**config.mk**
```make
export PLATFORM = sky130hd
export DESIGN_NAME = usb_pwr_ctrl
export DESIGN_NICKNAME = d
export VERILOG_FILES = /design/src/rtl/usbpwr_pkg.sv /design/src/rtl/usbpwr_inhibit.sv /design/src/rtl/usbpwr_susp.sv /design/src/rtl/usb_pwr_ctrl.sv
export SDC_FILE = /design/constraint.sdc
export NUM_CORES = 1
export LEC_CHECK = 0
export ABC_AREA = 1
export ABC_CLOCK_PERIOD_IN_PS = 2180
export BUFFER_PORTS_ARGS = -buffer_cell sky130_fd_sc_hd__clkbuf_2
export CORE_AREA = 2 2 39 41
export DETAILED_ROUTE_END_ITERATION = 7
export DIE_AREA = 0 0 41 43
export PLACE_DENSITY = 0.64
export REMOVE_ABC_BUFFERS = 1
export SETUP_SLACK_MARGIN = 0.5
export SLEW_MARGIN = 40
export SYNTH_ARGS = -nofsm -noshare
export SYNTH_HDL_FRONTEND = slang
export SYNTH_SLANG_ARGS = --single-unit
```
**constraint.sdc**
```tcl
create_clock -name clk -period 2.18 [get_ports clk]
set_input_delay 0.218 -clock clk [delete_from_list [all_inputs] [get_ports clk]]
set_output_delay 0.218 -clock clk [all_outputs]
set_load 0.02 [all_outputs]
```
**src/rtl/usbpwr_pkg.sv**
```systemverilog
package usbpwr_pkg;
  localparam int unsigned PWR_W     = 8;
  localparam int unsigned B_ISO     = 7;
  localparam int unsigned B_INHIBIT = 4;
  localparam int unsigned B_BUSRST  = 3;
  localparam int unsigned B_RESUME  = 2;
  localparam int unsigned B_SUSPEND = 1;
  localparam int unsigned B_SUSEN   = 0;
  localparam logic [PWR_W-1:0] PWR_RESET_VAL = PWR_W'(1) << B_INHIBIT;
endpackage

```
**src/rtl/usbpwr_inhibit.sv**
```systemverilog
module usbpwr_inhibit (
  input  logic clk,
  input  logic rst_n,
  input  logic force_rst,
  input  logic inh_clr,
  output logic inh_q,
  output logic func_rst_q
);
  logic inh_d;
  logic frst_d;

  always_comb begin
    inh_d  = inh_q;
    frst_d = force_rst;
    if (force_rst)    inh_d = 1'b1;
    else if (inh_clr) inh_d = 1'b0;
  end

  always_ff @(posedge clk or negedge rst_n) begin
    if (!rst_n) begin
      inh_q      <= 1'b1;
      func_rst_q <= 1'b0;
    end else begin
      inh_q      <= inh_d;
      func_rst_q <= frst_d;
    end
  end


  inh_only_by_force_chk: assert property (@(posedge clk) disable iff (!rst_n)
    $rose(inh_q) |-> $past(force_rst));

  func_rst_single_chk: assert property (@(posedge clk) disable iff (!rst_n)
    func_rst_q |-> inh_q);
endmodule

```
**src/rtl/usbpwr_susp.sv**
```systemverilog
module usbpwr_susp (
  input  logic clk,
  input  logic rst_n,
  input  logic force_rst,
  input  logic wr_en,
  input  logic wd_resume,
  input  logic wd_susen,
  input  logic inhibited,
  input  logic bus_suspend,
  input  logic bus_resume,
  input  logic cmint_rd,
  output logic susp_q,
  output logic resume_q,
  output logic pend_q,
  output logic susen_q,
  output logic irq_q
);
  logic susp_d, resume_d, pend_d, susen_d, irq_d;
  logic wake_end, wake_start, host_exit, exit_any;

  always_comb begin
    wake_end   = wr_en && !wd_resume && resume_q;
    wake_start = wr_en &&  wd_resume && susp_q && !resume_q;
    host_exit  = cmint_rd && pend_q;
    exit_any   = wake_end || host_exit;

    susp_d   = susp_q;
    resume_d = resume_q;
    pend_d   = pend_q;
    susen_d  = wr_en ? wd_susen : susen_q;
    irq_d    = 1'b0;

    if (force_rst) begin
      susp_d   = 1'b0;
      resume_d = 1'b0;
      pend_d   = 1'b0;
      susen_d  = 1'b0;
    end else begin
      if (wake_end)        resume_d = 1'b0;
      else if (wake_start) resume_d = 1'b1;

      if (exit_any)
        susp_d = 1'b0;
      else if (bus_suspend && susen_q && !inhibited)
        susp_d = 1'b1;

      if (exit_any)
        pend_d = 1'b0;
      else if (bus_resume && susp_q && !inhibited)
        pend_d = 1'b1;

      irq_d = wake_end;
    end
  end

  always_ff @(posedge clk or negedge rst_n) begin
    if (!rst_n) begin
      susp_q   <= 1'b0;
      resume_q <= 1'b0;
      pend_q   <= 1'b0;
      susen_q  <= 1'b0;
      irq_q    <= 1'b0;
    end else begin
      susp_q   <= susp_d;
      resume_q <= resume_d;
      pend_q   <= pend_d;
      susen_q  <= susen_d;
      irq_q    <= irq_d;
    end
  end


  susp_needs_enable_chk: assert property (@(posedge clk) disable iff (!rst_n)
    $rose(susp_q) |-> $past(susen_q && bus_suspend && !inhibited));

  resume_only_suspended_chk: assert property (@(posedge clk) disable iff (!rst_n)
    $rose(resume_q) |-> $past(susp_q));

  wake_end_irq_chk: assert property (@(posedge clk) disable iff (!rst_n)
    ($fell(resume_q) && !$past(force_rst)) |-> (irq_q && !susp_q));

  irq_one_cycle_chk: assert property (@(posedge clk) disable iff (!rst_n)
    irq_q |=> !irq_q);

  pend_implies_susp_chk: assert property (@(posedge clk) disable iff (!rst_n)
    pend_q |-> susp_q);
endmodule

```
**src/rtl/usb_pwr_ctrl.sv**
```systemverilog
module usb_pwr_ctrl
  import usbpwr_pkg::*;
(
  input  logic             clk,
  input  logic             rst_n,
  input  logic             reg_wr_en,
  input  logic [PWR_W-1:0] reg_wdata,
  input  logic             bus_suspend_det,
  input  logic             bus_resume_det,
  input  logic             bus_reset_det,
  input  logic             cmint_rd,
  output logic [PWR_W-1:0] reg_rdata,
  output logic             resume_drive,
  output logic             traffic_inhibit,
  output logic             func_rst,
  output logic             irq_pulse
);
  logic force_rst, inh_clr;
  logic inh_q, susp_q, resume_q, pend_q, susen_q;
  logic iso_q, iso_d;

  assign force_rst = reg_wr_en && reg_wdata[B_BUSRST];
  assign inh_clr   = reg_wr_en && !reg_wdata[B_INHIBIT];

  usbpwr_inhibit u_inh (
    .clk        (clk),
    .rst_n      (rst_n),
    .force_rst  (force_rst),
    .inh_clr    (inh_clr),
    .inh_q      (inh_q),
    .func_rst_q (func_rst)
  );

  usbpwr_susp u_susp (
    .clk         (clk),
    .rst_n       (rst_n),
    .force_rst   (force_rst),
    .wr_en       (reg_wr_en),
    .wd_resume   (reg_wdata[B_RESUME]),
    .wd_susen    (reg_wdata[B_SUSEN]),
    .inhibited   (inh_q),
    .bus_suspend (bus_suspend_det),
    .bus_resume  (bus_resume_det),
    .cmint_rd    (cmint_rd),
    .susp_q      (susp_q),
    .resume_q    (resume_q),
    .pend_q      (pend_q),
    .susen_q     (susen_q),
    .irq_q       (irq_pulse)
  );

  always_comb begin
    iso_d = iso_q;
    if (force_rst)      iso_d = 1'b0;
    else if (reg_wr_en) iso_d = reg_wdata[B_ISO];
  end

  always_ff @(posedge clk or negedge rst_n) begin
    if (!rst_n) iso_q <= 1'b0;
    else        iso_q <= iso_d;
  end

  always_comb begin
    reg_rdata            = '0;
    reg_rdata[B_ISO]     = iso_q;
    reg_rdata[B_INHIBIT] = inh_q;
    reg_rdata[B_BUSRST]  = bus_reset_det;
    reg_rdata[B_RESUME]  = resume_q;
    reg_rdata[B_SUSPEND] = susp_q;
    reg_rdata[B_SUSEN]   = susen_q;
  end

  assign resume_drive    = resume_q;
  assign traffic_inhibit = inh_q;


  force_restores_chk: assert property (@(posedge clk) disable iff (!rst_n)
    func_rst |-> (!iso_q && !susen_q && !resume_drive && !irq_pulse));

  unused_bits_chk: assert property (@(posedge clk) disable iff (!rst_n)
    reg_rdata[6:5] == 2'b00);
endmodule

```
== Word level (Yosys, flattened, before mapping) ==
Cells that the tools add are included.

* Output and inout bits: 12
* Register bits: 8
* Logic and storage cells: 46
* Input port bits: 15

* Muxes and demuxes: 16
* Reduce and logical (&&, ||, !) cells: 22

{| class="wikitable"
|+ Operator list
! kind !! count
|-
| two-way mux 1 bit || 16
|-
| logical AND 1 bit || 12
|-
| nonzero test 3 bit || 3
|-
| zero test 1 bit || 4
|-
| nonzero test 2 bit || 2
|-
| logical OR 1 bit || 1
|}

== Logic depth before layout (Yosys ltp) ==
Gate-level depths: netlist (run 1).

* Word-level depth: 6
* Mapped depth: 5
* Gate-level depth less buffers: 5

== Modules after synthesis ==
A second synthesis (run 1) with hierarchy kept.

* Cells, all modules: 52
* Area total of the unflattened synthesis: 411.6 µm²

{| class="wikitable"
|+ Modules (own cells, without submodules)
! module !! sequential area each (µm²) !! instances !! cells an instance !! area an instance (µm²)
|-
| usbpwr_susp || 125.1 || 1 || 28 || 225.2
|-
| usb_pwr_ctrl || 25.0 || 1 || 18 || 120.1
|-
| usbpwr_inhibit || 51.3 || 1 || 6 || 66.3
|}

== Worst setup path after synthesis (run 1) ==
Ideal clock, no wire load.

* Kind: reg-to-output
* Start: register u_inh.inh_q
* End: output port reg_rdata[4]
* Arrival: 0.752 ns
* Stages on the path, launching flop included: 2
* Required time: 1.962 ns
* Path slack: 1.210 ns
* Buffers on the path: 1
* Cells stage by stage: dfstp_2 -> buf_4

{| class="wikitable"
|+ RTL lines
! item !! line !! text
|-
| start, declared || usbpwr_inhibit.sv:6 || <nowiki>output logic inh_q,</nowiki>
|-
| start signal, assigned || usbpwr_inhibit.sv:24 || <nowiki>inh_q <= inh_d;</nowiki>
|-
| end, declared || usb_pwr_ctrl.sv:12 || <nowiki>output logic [PWR_W-1:0] reg_rdata,</nowiki>
|}

No word-level cell between the ends.

== Worst setup path in the final report (run 1) ==
* Start: register u_inh.inh_q
* End: output port traffic_inhibit

{| class="wikitable"
|+ RTL lines
! item !! line !! text
|-
| end, declared || usb_pwr_ctrl.sv:14 || <nowiki>output logic traffic_inhibit,</nowiki>
|}

No word-level cell between the ends.

==> flow_metrics.py, run 1 <==
metrics = {
    "final_layout": {
        "final_common_cell": "clkbuf_2",
        "fillerInstances": 151,
        "diodes": 0,
        "final_cell_mix": "clkbuf_2, nand2_1, nor2_1, dfrtp_1",
        "syn_to_final_growth_pct": 24.7,
        "layout.nets": 78,
        "final_layout_size_suffix_gt1_frac": 0.419,
    },
    "worst_setup_path": {
        "worstPathCellList": "clkbuf_2",
        "start_kind": "flip-flop",
        "arrival_ns": 0.97,
        "crit_fanout": 5,
        "required_ns": 1.96,
        "slowest_delay_ns": 0.55,
        "crit_buf_inv": 1,
        "cp_top_family": "flip-flops",
        "cpMaxStageDelayCell": "dfstp_2",
        "endpoint_kind": "output port",
        "crit_type": "reg -> out",
    },
    "logic_synthesis": {
        "yosys-top-cells-area": "dfrtp_1, buf_4, nand2_1",
        "synthMuxAreaShare": 0,
        "synth_cells": 45,
        "synth_top_cell_by_area": "dfrtp_1",
        "ys_warn_count": 0,
        "synth_compound_area_frac": 0.0649,
        "yosys.area_share.adder": 0,
        "ys_types": 13,
        "syn_avg_cell_area_um2": 8.56,
        "synthXorXnorAreaFrac": 0,
        "ys_seq_area_frac": 0.523,
        "synth_top_family_by_area": "simple AND/OR/NAND/NOR gates",
        "synth-simple-area-share": 0.218,
        "synth_seq_cells": 8,
        "synth_top_cell_area_share": 0.455,
        "synth_area_um2": 385,
    },
    "route": {
        "drc": 0,
        "drtAntennaViolNets": 0,
        "wirelength_um": 712,
        "routedWlPerCell_um": 9.13,
        "via_count": 313,
        "drt_iter0_markers": 3,
        "vias_per_cell": 4.01,
        "first_pass_iters": 2,
    },
    "floorplanning": {
        "fp.dieH_um": 43,
        "die_x_um": 41,
        "dieArea_mm2": 0.00176,
        "boundaryPins": 27,
        "rows": 14,
        "core_area_mm2": 0.00138,
        "initial_utilization": 0.278,
    },
    "clocking": {
        "post_cts_resized": 0,
        "htreeDepth": 1,
        "cts_tree": "done",
        "clock-root-buffer": "clkbuf_4",
        "clkTransAtPathRegs_ns": 0.05,
        "clock_latency_ns": 0.25,
        "cts_buffers": 3,
        "clockBufferDepth": 2,
        "clock-sinks": 8,
        "post-cts-setup-buffer-count": 0,
    },
    "flow_run": {
        "drv_cap": 0,
    },
    "sta": {
        "clock_skew_ns": 0.00865,
        "setup-violations-final": 0,
        "finalWorstSetupSlack_ns": 0.997,
        "rsz0062_at_grt": "false",
        "fin_crit_ns": 1.18,
        "tns_ns": 0,
        "period_share": 0.543,
        "fmax_mhz": 845,
        "hold_viol": 0,
        "drv_slew": 0,
    },
    "place": {
        "portBuffers": 19,
        "place_ws_ns": 1.25,
        "finalWeightedCongestion": 0.709,
        "hpwl_um": 586,
    },
    "status": {
        "status": "complete, no violations",
    },
    "grt": {
        "antenna_found_initial": 0,
        "grt_util_all_layers": 0.101,
        "first_global_vias": 287,
        "grt_pass1_wl_mm": 1.12,
        "grt_max_degree": 9,
        "grt_overflow": 0,
    },
    "min_path": {
        "hold_class": "in -> reg",
    },
    "pwr": {
        "power_per_cell_area_mw_per_mm2": 751,
        "power.leakage_uw": 0.000273,
        "peakVddDrop_mv": 0.321,
    },
}
worst register-to-register path, delay by kind of cell, from the launching register on:
family | cells | cell delay [ns]
DFF | 1 | 0.55
and+or+nand+nor | 3 | 0.18
logic make-up after synthesis:
family	Yosys count
AOI/OAI and AO/OA	5
other	1
DFF	8
and+or+nand+nor	20
buffers and inverters	11
cells in the mapped netlist:
master	count
nand2_1	9
buf_4	8
nor2_1	8
dfrtp_1	7
o21ai_0	3
inv_1	2
nand2_2	2
a21oi_1	1
conb_1	1
dfstp_2	1
inv_2	1
nand3b_1	1
o21ai_1	1
registers in the layout (all words and copies together), names as in the netlist:
name / flops
u_susp.susp_q: 1
u_susp.pend_q: 1
u_susp.resume_q: 1
u_susp.susen_q: 1
u_inh.inh_q: 1
iso_q: 1
u_inh.func_rst_q: 1
u_susp.irq_q: 1
layout make-up:
type / instances / area, µm² / area share
Clock buffer: 4 / 26.3 / 0.0547
Timing Repair Buffer: 20 / 105 / 0.219
Tap cell: 16 / 20.0 / 0.0417
Multi-Input combinational cell: 27 / 116 / 0.242
Sequential cell: 8 / 201 / 0.419
Inverter: 3 / 11.3 / 0.0234
power breakdown:
part           internal, µW  leakage, µW  switching [µW]
combinational          25.5     0.000154            44.5
clock                  69.9    0.0000150            49.3
sequential              162     0.000104            9.26
per-layer routing:
layer,vias to the layer above,global-route usage,part of all wire
li1,161,-,-
met1,134,0.120,0.44
met2,16,0.134,0.44
met3,2,0.0471,0.10
met4,0,0.0800,0.014
met5,-,0,0
through the flow:
step	hold slack (ns)	power [µW]	area (µm²)	instances	utilization
floorplan	-0.0776	212	329	38	-
global placement	0.0731	243	444	73	0.321
detailed placement	0.0790	244	444	73	0.321
CTS	0.179	368	480	78	0.347
global route	0.181	384	480	78	0.347
finish	0.189	361	480	78	0.347
worst paths after layout:
| path | start | to | slack, ns | depth (start not counted) |
|---|---|---|---|---|
| worst max-delay path | u_inh.inh_q$_DFFE_PN1P_ | traffic_inhibit | 1.0 | 1 |
| worst min-delay path | reg_wdata[4] | u_inh.inh_q$_DFFE_PN1P_ | 0.19 | 3 |
| worst max register to register | u_inh.inh_q$_DFFE_PN1P_ | u_susp.susp_q$_DFFE_PN0P_ | 1.35 | 3 |
| worst min register to register | iso_q$_DFFE_PN0P_ | iso_q$_DFFE_PN0P_ | 0.50 | 2 |
| max in group asynchronous | rst_n | u_inh.inh_q$_DFFE_PN1P_ | 1.59 | 2 |
| min in group asynchronous | rst_n | u_susp.pend_q$_DFFE_PN0P_ | 0.34 | 2 |
what timing repair did:
action / in CTS / in global routing
endpoints found under the hold margin: 7 / 0
hold buffers: 1 / 0
endpoints found under the setup margin: 0 / 0
(Power assumes the default switching activity.)
==> run 2: changes to the inputs <==
ABC_CLOCK_PERIOD_IN_PS = 1100   (was 2180)
clock period = 1.1 ns   (was 2.18 ns; I/O delays follow)
==> run 2 against run 1 <==
Effect of this change: sequential power increased by 99%; sequential share of layout area decreased by 8.3 points; combinational power increased to 3.1 times the previous value; worst setup slack got worse by 0.94 ns; critical path type unchanged; largest cell class is now non-clock buffers.
==> flow_metrics.py, run 2 (synthesis gave the netlist of run 1 again) <==
metrics = {
    "grt": {
        "grt_overflow": 0,
        "grt_max_degree": 9,
        "antenna_found_initial": 0,
        "first_global_vias": 336,
        "grt_util_all_layers": 0.107,
        "grt_pass1_wl_mm": 1.26,
    },
    "pwr": {
        "comb_power_share": 0.270,
        "clockPowerShare": 0.309,
        "p_int_uw": 578,
        "seqPwrFrac": 0.421,
        "p_sw_uw": 235,
        "power.leakage_uw": 0.000319,
        "peakVddDrop_mv": 0.504,
        "power_per_cell_area_mw_per_mm2": 1360,
        "p_total_uw": 813,
        "swShare": 0.289,
    },
    "final_layout": {
        "final_layout_size_suffix_gt1_frac": 0.485,
        "syn_to_final_growth_pct": 55.5,
        "final_common_cell": "clkbuf_2",
        "fin_util": 0.433,
        "final_cell_mix": "clkbuf_2, nor2_1, nand2_1, dfrtp_1, buf_6",
        "fin_area_um2": 599,
        "layout.nets": 82,
        "diodes": 0,
    },
    "sta": {
        "fmax_mhz": 955,
        "tns_ns": 0,
        "hold_viol": 0,
        "drv_slew": 0,
        "fin_crit_ns": 1.05,
        "setup-violations-final": 0,
        "rsz0062_at_grt": "true",
        "clock_skew_ns": 0.00627,
        "period_share": 0.952,
    },
    "clocking": {
        "clock_latency_ns": 0.26,
        "cts_buffers": 3,
        "cts_tree": "done",
        "clock-root-buffer": "clkbuf_4",
        "clkTransAtPathRegs_ns": 0.06,
        "clock-sinks": 8,
        "clockBufferDepth": 2,
        "htreeDepth": 1,
    },
    "place": {
        "finalWeightedCongestion": 0.708,
        "placed_area_um2": 444,
        "portBuffers": 19,
    },
    "route": {
        "routedWlPerCell_um": 9.84,
        "first_pass_iters": 4,
        "wirelength_um": 807,
        "drt_iter0_markers": 2,
        "drc": 0,
        "vias_per_cell": 4.24,
        "via_count": 348,
        "drtAntennaViolNets": 0,
    },
    "worst_setup_path": {
        "endpoint_kind": "output port",
        "arrival_ns": 0.94,
        "slowest_delay_ns": 0.57,
        "cpMaxStageDelayCell": "dfstp_2",
        "cp_top_family": "flip-flops",
        "worstPathCellList": "buf_8",
        "start_kind": "flip-flop",
        "crit_buf_inv": 1,
        "crit_fanout": 3,
        "required_ns": 0.99,
        "crit_type": "reg -> out",
    },
    "floorplanning": {
        "die_x_um": 41,
        "rows": 14,
        "boundaryPins": 27,
        "core_area_mm2": 0.00138,
        "fp.dieH_um": 43,
        "dieArea_mm2": 0.00176,
        "initial_utilization": 0.278,
    },
    "min_path": {
        "hold_class": "in -> reg",
    },
    "status": {
        "status": "complete, no violations",
    },
    "flow_run": {
        "drv_cap": 0,
    },
}
[run 2: changes by cell type in the layout (fill, tap and decap cells not counted), moves of 2 or more]
cell / delta
o21ai_0: -2
clkbuf_2: -9
o21ai_1: +2
buf_6: +7
clkbuf_8: +3
buf_8: +2
[run 2: path summary, 6_finish.rpt]
check / start / to / slack, ns / cells after the start
worst min-delay path: reg_wdata[4] / u_inh.inh_q$_DFFE_PN1P_ / 0.07 / 3
max in group asynchronous: rst_n / u_inh.inh_q$_DFFE_PN1P_ / 0.62 / 2
worst min register to register: iso_q$_DFFE_PN0P_ / iso_q$_DFFE_PN0P_ / 0.52 / 2
worst max register to register: u_inh.inh_q$_DFFE_PN1P_ / u_susp.pend_q$_DFFE_PN0P_ / 0.13 / 4
worst max-delay path: u_inh.inh_q$_DFFE_PN1P_ / reg_rdata[4] / 0.05 / 1
min in group asynchronous: rst_n / u_susp.irq_q$_DFF_PN0_ / 0.23 / 2
[run 2: cell type report]
cell class	instances	area (µm²)
Fill cell	146	785
Timing Repair Buffer	24	218
Clock buffer	4	26.3
Multi-Input combinational cell	27	123
Sequential cell	8	201
Inverter	3	11.3
Tap cell	16	20.0
[run 2: metrics by stage]
| stage | hold slack [ns] | setup slack [ns] | std cells |
|---|---|---|---|
| final | 0.0680 | 0.0532 | 82 |
| after global routing | 0.0717 | 0.0194 | 82 |
| after CTS | 0.0651 | 0.0383 | 82 |
| after detailed placement | -0.0285 | 0.250 | 73 |
| after global placement | -0.0351 | 0.260 | 73 |
| after floorplan | -0.186 | 0.136 | 38 |
[run 2: what timing repair did]
action	CTS	global route
cloned	0	0
hold buffers	1	0
setup endpoints to repair	16	16
hold endpoints to repair	8	0
pin swaps	4	0
resized for setup	16	14
setup buffers	4	0
[run 2: worst reg2reg max path: stages (launching register included)]
cell and delay [ns]:
dfstp_2 0.57, buf_4 0.13, nor2_1 0.04, nor2_1 0.08, nor2_1 0.05
[run 2: power by group through the flow]
stage / registers (µW) / logic (µW) / clock network (µW)
floorplan: 379 / 41.7 / 0
global placement: 345 / 137 / 0
detailed placement: 346 / 138 / 0
CTS: 339 / 208 / 263
global route: 345 / 239 / 273
finish: 342 / 220 / 251
[run 2: per-layer routing]
layer  GRT usage  up-vias  routed length, µm
li1            -      171                  -
met1       0.140      155                352
met2       0.141       22                373
met3      0.0471        0                 81
met4      0.0600        0                  0
met5           0        -                  0
